<file path="src/rtl/fic_pkg.sv">
package fic_pkg;
  localparam int NUM_EV  = 5;
  localparam int NUM_STK = 3;

  // raw / mask / masked layout
  localparam int EV_TX_LOW  = 0;
  localparam int EV_TX_OVF  = 1;
  localparam int EV_RX_UNF  = 2;
  localparam int EV_RX_OVF  = 3;
  localparam int EV_RX_HIGH = 4;

  // status layout
  localparam int ST_BUSY    = 0;
  localparam int ST_TX_FULL = 1;
  localparam int ST_TX_EMPT = 2;
  localparam int ST_RX_EMPT = 3;
  localparam int ST_RX_FULL = 4;

  // clear register layout
  localparam int CL_ALL    = 0;
  localparam int CL_RX_UNF = 1;
  localparam int CL_RX_OVF = 2;
  localparam int CL_TX_OVF = 3;

  // sticky slot order
  localparam int SK_TX_OVF = 0;
  localparam int SK_RX_UNF = 1;
  localparam int SK_RX_OVF = 2;

  typedef enum logic [3:0] {
    A_TX_THR = 4'h0,
    A_RX_THR = 4'h1,
    A_TX_LVL = 4'h2,
    A_RX_LVL = 4'h3,
    A_STATUS = 4'h4,
    A_MASK   = 4'h5,
    A_RAW    = 4'h6,
    A_MASKED = 4'h7,
    A_CLEAR  = 4'h8
  } fic_addr_e;
endpackage

</file>
<file path="src/rtl/fic_cfg_regs.sv">
module fic_cfg_regs
  import fic_pkg::*;
#(
  parameter int DEPTH = 32,
  parameter int DW    = 8,
  parameter int LW    = $clog2(DEPTH + 1)
) (
  input  logic              clk,
  input  logic              rst_n,
  input  logic              wr,
  input  logic [3:0]        addr,
  input  logic [DW-1:0]     wdata,
  output logic [LW-1:0]     tx_thr,
  output logic [LW-1:0]     rx_thr,
  output logic [NUM_EV-1:0] mask
);
  localparam int NTHR = 2;

  logic [LW-1:0] thr_q [NTHR];
  logic          in_range;

  assign in_range = int'(wdata) < DEPTH;

  for (genvar gi = 0; gi < NTHR; gi++) begin : g_thr
    localparam logic [3:0] MY_ADDR = (gi == 0) ? A_TX_THR : A_RX_THR;
    always_ff @(posedge clk or negedge rst_n) begin
      if (!rst_n) thr_q[gi] <= '0;
      else if (wr && addr == MY_ADDR && in_range) thr_q[gi] <= wdata[LW-1:0];
    end

    AST_THR_RANGE: assert property (@(posedge clk) disable iff (!rst_n)
      int'(thr_q[gi]) < DEPTH);
    AST_THR_REJECT: assert property (@(posedge clk) disable iff (!rst_n)
      (wr && addr == MY_ADDR && int'(wdata) >= DEPTH) |=> $stable(thr_q[gi]));
  end

  assign tx_thr = thr_q[0];
  assign rx_thr = thr_q[1];

  always_ff @(posedge clk or negedge rst_n) begin
    if (!rst_n) mask <= '0;
    else if (wr && addr == A_MASK) mask <= wdata[NUM_EV-1:0];
  end
endmodule

</file>
<file path="src/rtl/fic_flags.sv">
module fic_flags
  import fic_pkg::*;
#(
  parameter int DEPTH = 32,
  parameter int LW    = $clog2(DEPTH + 1)
) (
  input  logic [LW-1:0]     tx_level,
  input  logic [LW-1:0]     rx_level,
  input  logic [LW-1:0]     tx_thr,
  input  logic [LW-1:0]     rx_thr,
  input  logic              eng_busy,
  output logic [NUM_EV-1:0] status,
  output logic              tx_low,
  output logic              rx_high,
  output logic              tx_full,
  output logic              rx_full,
  output logic              rx_empty
);
  localparam logic [LW-1:0] FULL_LVL = LW'(DEPTH);

  always_comb begin
    tx_full  = tx_level == FULL_LVL;
    rx_full  = rx_level == FULL_LVL;
    rx_empty = rx_level == '0;
    tx_low   = tx_level <= tx_thr;
    rx_high  = rx_level > rx_thr;
    status             = '0;
    status[ST_BUSY]    = eng_busy;
    status[ST_TX_FULL] = tx_full;
    status[ST_TX_EMPT] = tx_level == '0;
    status[ST_RX_EMPT] = rx_empty;
    status[ST_RX_FULL] = rx_full;
  end
endmodule

</file>
<file path="src/rtl/fic_sticky.sv">
module fic_sticky #(
  parameter int N = 3
) (
  input  logic         clk,
  input  logic         rst_n,
  input  logic [N-1:0] set,
  input  logic [N-1:0] clr,
  output logic [N-1:0] q
);
  for (genvar gi = 0; gi < N; gi++) begin : g_bit
    always_ff @(posedge clk or negedge rst_n) begin
      if (!rst_n) q[gi] <= 1'b0;
      else        q[gi] <= set[gi] | (q[gi] & ~clr[gi]);
    end

    AST_EVENT_WINS: assert property (@(posedge clk) disable iff (!rst_n)
      set[gi] |=> q[gi]);
    AST_STICKY_HOLD: assert property (@(posedge clk) disable iff (!rst_n)
      (q[gi] && !clr[gi]) |=> q[gi]);
  end
endmodule

</file>
<file path="src/rtl/fic_top.sv">
module fic_top
  import fic_pkg::*;
#(
  parameter int DEPTH = 32,
  parameter int DW    = 8,
  parameter int LW    = $clog2(DEPTH + 1)
) (
  input  logic          clk,
  input  logic          rst_n,
  input  logic          reg_wr,
  input  logic [3:0]    reg_addr,
  input  logic [DW-1:0] reg_wdata,
  output logic [DW-1:0] reg_rdata,
  input  logic [LW-1:0] tx_level,
  input  logic [LW-1:0] rx_level,
  input  logic          tx_push,
  input  logic          rx_push,
  input  logic          rx_pop,
  input  logic          eng_busy,
  output logic          irq
);
  logic [LW-1:0]      tx_thr, rx_thr;
  logic [NUM_EV-1:0]  mask, status, raw, masked;
  logic               tx_low, rx_high, tx_full, rx_full, rx_empty;
  logic [NUM_STK-1:0] ev_set, ev_clr, sticky;
  logic               clr_wr;

  fic_cfg_regs #(.DEPTH(DEPTH), .DW(DW), .LW(LW)) u_cfg (
    .clk(clk), .rst_n(rst_n), .wr(reg_wr), .addr(reg_addr), .wdata(reg_wdata),
    .tx_thr(tx_thr), .rx_thr(rx_thr), .mask(mask)
  );

  fic_flags #(.DEPTH(DEPTH), .LW(LW)) u_flags (
    .tx_level(tx_level), .rx_level(rx_level), .tx_thr(tx_thr), .rx_thr(rx_thr),
    .eng_busy(eng_busy), .status(status), .tx_low(tx_low), .rx_high(rx_high),
    .tx_full(tx_full), .rx_full(rx_full), .rx_empty(rx_empty)
  );

  assign clr_wr = reg_wr && reg_addr == A_CLEAR;

  always_comb begin
    ev_set[SK_TX_OVF] = tx_push && tx_full;
    ev_set[SK_RX_UNF] = rx_pop  && rx_empty;
    ev_set[SK_RX_OVF] = rx_push && rx_full;
    ev_clr[SK_TX_OVF] = clr_wr && (reg_wdata[CL_ALL] || reg_wdata[CL_TX_OVF]);
    ev_clr[SK_RX_UNF] = clr_wr && (reg_wdata[CL_ALL] || reg_wdata[CL_RX_UNF]);
    ev_clr[SK_RX_OVF] = clr_wr && (reg_wdata[CL_ALL] || reg_wdata[CL_RX_OVF]);
  end

  fic_sticky #(.N(NUM_STK)) u_sticky (
    .clk(clk), .rst_n(rst_n), .set(ev_set), .clr(ev_clr), .q(sticky)
  );

  always_comb begin
    raw             = '0;
    raw[EV_TX_LOW]  = tx_low;
    raw[EV_TX_OVF]  = sticky[SK_TX_OVF];
    raw[EV_RX_UNF]  = sticky[SK_RX_UNF];
    raw[EV_RX_OVF]  = sticky[SK_RX_OVF];
    raw[EV_RX_HIGH] = rx_high;
    masked          = raw & mask;
    irq             = |masked;
  end

  always_comb begin
    reg_rdata = '0;
    case (reg_addr)
      A_TX_THR: reg_rdata = DW'(tx_thr);
      A_RX_THR: reg_rdata = DW'(rx_thr);
      A_TX_LVL: reg_rdata = DW'(tx_level);
      A_RX_LVL: reg_rdata = DW'(rx_level);
      A_STATUS: reg_rdata = DW'(status);
      A_MASK:   reg_rdata = DW'(mask);
      A_RAW:    reg_rdata = DW'(raw);
      A_MASKED: reg_rdata = DW'(masked);
      default:  reg_rdata = '0;
    endcase
  end

  AST_NO_IRQ_UNMASKED: assert property (@(posedge clk) disable iff (!rst_n)
    (mask == '0) |-> !irq);
  AST_CLEAR_ALL: assert property (@(posedge clk) disable iff (!rst_n)
    (clr_wr && reg_wdata[CL_ALL] && ev_set == '0) |=> (raw[3:1] == 3'b000));
endmodule

</file>
<file path="config.mk">
export PLATFORM = sky130hd
export DESIGN_NAME = fic_top
export DESIGN_NICKNAME = d
export VERILOG_FILES = /design/src/rtl/fic_pkg.sv /design/src/rtl/fic_cfg_regs.sv /design/src/rtl/fic_flags.sv /design/src/rtl/fic_sticky.sv /design/src/rtl/fic_top.sv
export SDC_FILE = /design/constraint.sdc
export NUM_CORES = 1
export LEC_CHECK = 0
export CAP_MARGIN = 20
export CORE_ASPECT_RATIO = 1.25
export CORE_MARGIN = 5
export CORE_UTILIZATION = 53
export CTS_BUF_LIST = sky130_fd_sc_hd__clkbuf_4 sky130_fd_sc_hd__clkbuf_8
export DETAILED_ROUTE_END_ITERATION = 7
export PLACE_DENSITY_LB_ADDON = 0.1
export RECOVER_POWER = 25
export SYNTH_ARGS = -nofsm -noshare
export SYNTH_HDL_FRONTEND = slang
export SYNTH_SLANG_ARGS = --single-unit
</file>
<file path="constraint.sdc">
create_clock -name clk -period 4.27 [get_ports clk]
set_input_delay 0.6405 -clock clk [delete_from_list [all_inputs] [get_ports clk]]
set_output_delay 0.6405 -clock clk [all_outputs]
set_load 0.005 [all_outputs]
</file>
## Word-level counts from Yosys, hierarchy flattened

Index checks and enable logic that the tools add are counted.

| storage, ports and cells | value |
|---|---|
| input bits | 31 |
| register bits | 20 |

| cells by class | value |
|---|---|
| $lt $le $gt $ge | 3 |
| reduce and logical (&&, ||, !) cells | 19 |
| muxes and demuxes | 1 |
| bitwise logic cells | 10 |
| eq/ne operators | 10 |

Operators by type and width:

| kind | count |
|---|---|
| $pmux 6 s8 | 1 |
| $eq 4x3->1 const B | 4 |
| $eq 6x6->1 const B | 2 |
| $logic_and 1x1->1 | 12 |
| $logic_not 6->1 | 2 |
| $eq 4x2->1 const B | 2 |
| $lt 8x6->1 const B | 1 |
| $gt 6x6->1 | 1 |
| $le 6x6->1 | 1 |
| $and 5x5->5 | 1 |
| $reduce_or 5->1 | 1 |
| $eq 4x1->1 const B | 1 |
| $eq 4x4->1 const B | 1 |
| $logic_not 4->1 | 1 |
| $and 1x1->1 | 3 |
| $logic_or 1x1->1 | 3 |
| $not 1->1 | 3 |
| $or 1x1->1 | 3 |

## Logic depth before layout (Yosys ltp)

| logic depth | value |
|---|---|
| word-level depth | 6 |
| mapped depth | 6 |
| mapped depth without buffers | 6 |

## Cells and area by module

From an unflattened synthesis, not the netlist that was laid out.

| unflattened totals | value |
|---|---|
| cell total of the unflattened synthesis | 175 |
| area, all modules | 1644.1 µm² |

By module, submodules not included:

| module | area an instance (µm²) | times used | seq. area each (µm²) | cells an instance |
|---|---|---|---|---|
| fic_cfg_regs | 673.1 | 1 | 425.4 | 40 |
| fic_top | 476.7 | 1 | 0.0 | 71 |
| fic_flags | 385.4 | 1 | 0.0 | 55 |
| fic_sticky | 108.9 | 1 | 75.1 | 9 |

## Least setup slack after synthesis

Ideal clock, no wire load.

| timing | value |
|---|---|
| path type | input -> output |
| start | input port tx_level[1] |
| end | output port reg_rdata[2] |
| data arrival time | 1750 ps |
| required time | 3629 ps |
| path slack | 1879 ps |
| path buffers | 0 |
| cell stages on the path | 4 |
| path through | or4_1 > nand4b_1 > a32o_1 > a21oi_1 |

| between the ends | value |
|---|---|
| word-level cells in the longest chain between the ends | 2 |

Ends and longest elaborated chain:

| item | line | source |
|---|---|---|
| start: declaration | fic_top.sv:14 | `input logic [LW-1:0] tx_level,` |
| $logic_not 6->1 | fic_flags.sv:30 | `status[ST_TX_EMPT] = tx_level == '0;` |
| $pmux 6 s8 | fic_top.sv:67 | `case (reg_addr)` |
| end: declaration | fic_top.sv:13 | `output logic [DW-1:0] reg_rdata,` |

No other way between the ends.

## Final worst setup path

| timing | value |
|---|---|
| start | input port rx_level[1] |
| end | output port reg_rdata[4] |

| between the ends | value |
|---|---|
| word-level cells in the longest chain between the ends | 3 |
| elaborated cells between the ends (all ways) | 4 |
| classes of those cells | order compare: 1; eq/ne: 1; mux: 1; bitwise: 1 |

Ends and longest elaborated chain:

| item | line | source |
|---|---|---|
| start: declaration | fic_top.sv:15 | `input logic [LW-1:0] rx_level,` |
| $gt 6x6->1 | fic_flags.sv:26 | `rx_high = rx_level > rx_thr;` |
| $and 5x5->5 | fic_top.sv:61 | `masked = raw & mask;` |
| $pmux 6 s8 (*) | fic_top.sv:67 |  |

Mark *: on every way between the ends. The rest lies on a longest branch, timed or not.

==> summary.txt <==
Status
  • Status: complete, no violations

Critical path
  • R2R Path Start: u_cfg.tx_thr[4]
  • Sequence of cells on the critical path: clkdlybuf4s50_1 > or4_1 > nor3b_1 > a311oi_1 > o22ai_1 > clkdlybuf4s50_1
  • Worst Setup Start Kind: input port
  • Critical path capture point type: output pin
  • Worst reg2reg path depth: 1
  • R2R setup slack: 3.43 ns
  • Critical Path Start: rx_level[1]
  • WP data arrival: 2.91 ns
  • Buf/Inv on CP: 2
  • Critical Path Fanout Max: 3
  • Most used cell, CP: clkdlybuf4s50_1
  • Slowest CP cell: or4_1
  • Worst path max stage delay: 0.55 ns
  • CP top delay family: buffers and inverters
  • RR Endpoint: u_cfg.tx_thr[4]
  • Crit Path Class: in -> out
  • CP required: 3.63 ns

GRT
  • Largest net degree at the start of global routing: 21
  • Initial antenna violation count: 0
  • Total GRT Usage: 0.2103
  • Vias in the first global route: 1,389
  • Met2 Track Usage GR: 0.3477
  • Gr busiest metal: met2
  • Met1 Track Usage GR: 0.2698
  • Total gr overflow: 0
  • M3 GR Usage: 0.04144
  • First-pass GRT wire length: 6762 um

Job
  • Max cap viols: 0

Placement
  • Number of port buffers: 37
  • Placed Cells: 224
  • Cell Area, Placed: 1987 um2
  • Final HPWL DP: 3516 um
  • GPL Wtd Cong: 0.9079

Clock tree
  • Post-cts resize count: 0
  • TritonCTS clock tree: built
  • Root Driver: clkbuf_4
  • Worst-skew pair later-pin latency: 0.29 ns
  • CTS Buffer Depth: 2
  • Hold-fix buffers, CTS: 0
  • Post-CTS setup buffer count: 0
  • Clk slew on worst S/H paths: 0.11 ns
  • H-tree levels: 1
  • CTS Buf Count: 3
  • Sink Count: 20

Timing
  • Worst-margin pin slew: 0.9384 ns
  • Final setup violation count: 0
  • Layout Skew: 0 ns
  • FMAX: 282.0 MHz
  • Tmin final: 3.546 ns
  • Worst rel slew slack: 0.3723
  • Fin crit share: 0.8305
  • Endpoints failing hold: 0
  • Setup TNS Final: 0 ns
  • RSZ-0062 raised after global routing: false
  • Slew Limit Fails: 0

Yosys
  • Avg Cell Area, Syn: 10.27 um2
  • Synth Register Bits: 20
  • Unique masters post-synth: 48
  • Asr flop ratio synth: 1.000
  • Post-synth EDFFs: 0
  • Yosys top cell area share: 0.3125
  • Mapped Cells: 156
  • Largest cells by area after synthesis: dfrtp_1 (31%), ha_1 (9.4%), mux2_4 (9.4%)
  • Post-synth top flop: dfrtp_1
  • Post-synthesis sequential area ratio: 0.3125
  • Yosys warnings: 0
  • Largest area contributor in the netlist: dfrtp_1
  • Synth Cell Area: 1602 um2

Floorplan
  • Die W: 59.17 um
  • Die H: 71.46 um
  • Initial core utilization: 0.5489
  • Die area: 4228 um2
  • Boundary pin count: 40
  • Rows: 22
  • Core Region: 2918 um2

Final layout
  • Final nets: 236
  • Ratio of cells with drive above 1 in the final layout: 0.1719
  • Fill cells: 248
  • Ant. Diodes: 0
  • Non-filler cells, final: 228
  • Register Area: 500.5 um2
  • Area growth, synth to finish: 26.33%
  • Final instance area: 2023 um2
  • Final core utilization: 0.6934
  • Multi-input logic area: 999.7 um2

Routing
  • Final wirelength: 4301 um
  • Routed WL per cell: 18.86 um
  • TritonRoute pass-1 iters: 4
  • Vias per Instance: 6.202
  • Number of routed nets with antenna violations: 0
  • Initial drt markers: 60
  • Vias: 1,414
  • DR DRC count: 0

Pwr
  • Power, Total: 0.0005313 W
  • Pwr dens: 262.6 nW/um2
  • VDD IR max: 0.0002039 V
  • Leakage power: 0.8992 nW

Worst hold path
  • Hold Crit Start: u_cfg.rx_thr[3]
  • Hold depth: 1
  • Hold EP: u_cfg.rx_thr[3]
  • Worst hold-check path type: reg -> reg
==> layout by cell type (no fill, tap or decap), types with 4 or more instances in the layout <==
cell	count
a21oi_1	9
ha_1	12
clkdlybuf4s50_1	36
inv_1	17
mux2_4	10
nand3_1	4
nand2_1	8
mux2_2	8
o21ai_0	9
dfrtp_1	20
==> sequential cells by signal, summed over array words and instances, names as in the netlist <==
signal / count
u_cfg.rx_thr: 6
u_cfg.mask: 5
u_sticky.q: 3
u_cfg.tx_thr: 6
==> metrics by stage <==
step           setup slack [ns]  hold WS, ns
2_1_floorplan             1.879       0.3449
3_3_place_gp             0.7424       0.4983
4_1_cts                  0.7413       0.5238
3_5_place_dp             0.7352       0.5025
5_1_grt                  0.6131       0.5312
6_report                 0.7236       0.5228
==> Yosys cell counts (4+ instances only) <==
cell type	instances
nand2_1	8
ha_1	12
mux2_2	8
nand3_1	4
dfrtp_1	20
o21ai_0	9
mux2_4	10
a21oi_1	9
inv_1	17
==> logic make-up after synthesis <==
| kind of cell | count (synthesis) | synth area share |
|---|---|---|
| AO/OA/AOI/OAI | 43 | 0.1859 |
| adder cells (fa/ha/maj) | 12 | 0.09375 |
| buffers and inverters | 24 | 0.06562 |
| flip-flops | 20 | 0.3125 |
| multiplexers | 21 | 0.1922 |
| other | 1 | 0.002342 |
| AND/OR/NAND/NOR | 35 | 0.1477 |
==> final cells by class <==
type,instances,area share
flip-flops and latches,20,0.2474
repair buffers,38,0.1868
well taps,36,0.02226
multi-input cells,113,0.4941
inverters,17,0.03154
clock buffers,4,0.01793
==> report_power, final <==
part	total [W]	internal [W]	switching [W]
Clock	0.000108	0.0000519	0.0000564
Combinational	0.000179	0.000103	0.0000766
Sequential	0.000244	0.000215	0.0000283
==> worst max path at each step <==
stage / to / slack (ns) / depth (start not counted)
floorplan: reg_rdata[2] / 1.88 / 4
global placement: reg_rdata[4] / 0.74 / 6
detailed placement: reg_rdata[4] / 0.74 / 6
CTS: reg_rdata[4] / 0.74 / 6
global route: reg_rdata[4] / 0.61 / 6
finish: reg_rdata[4] / 0.72 / 6
==> per-layer routing <==
layer / vias up / routed length [um]
met1: 687 / 1753
met4: 0 / 120
met3: 12 / 313
met2: 57 / 2113
met5: - / 0
li1: 658 / -
(Power assumes the default switching activity.)
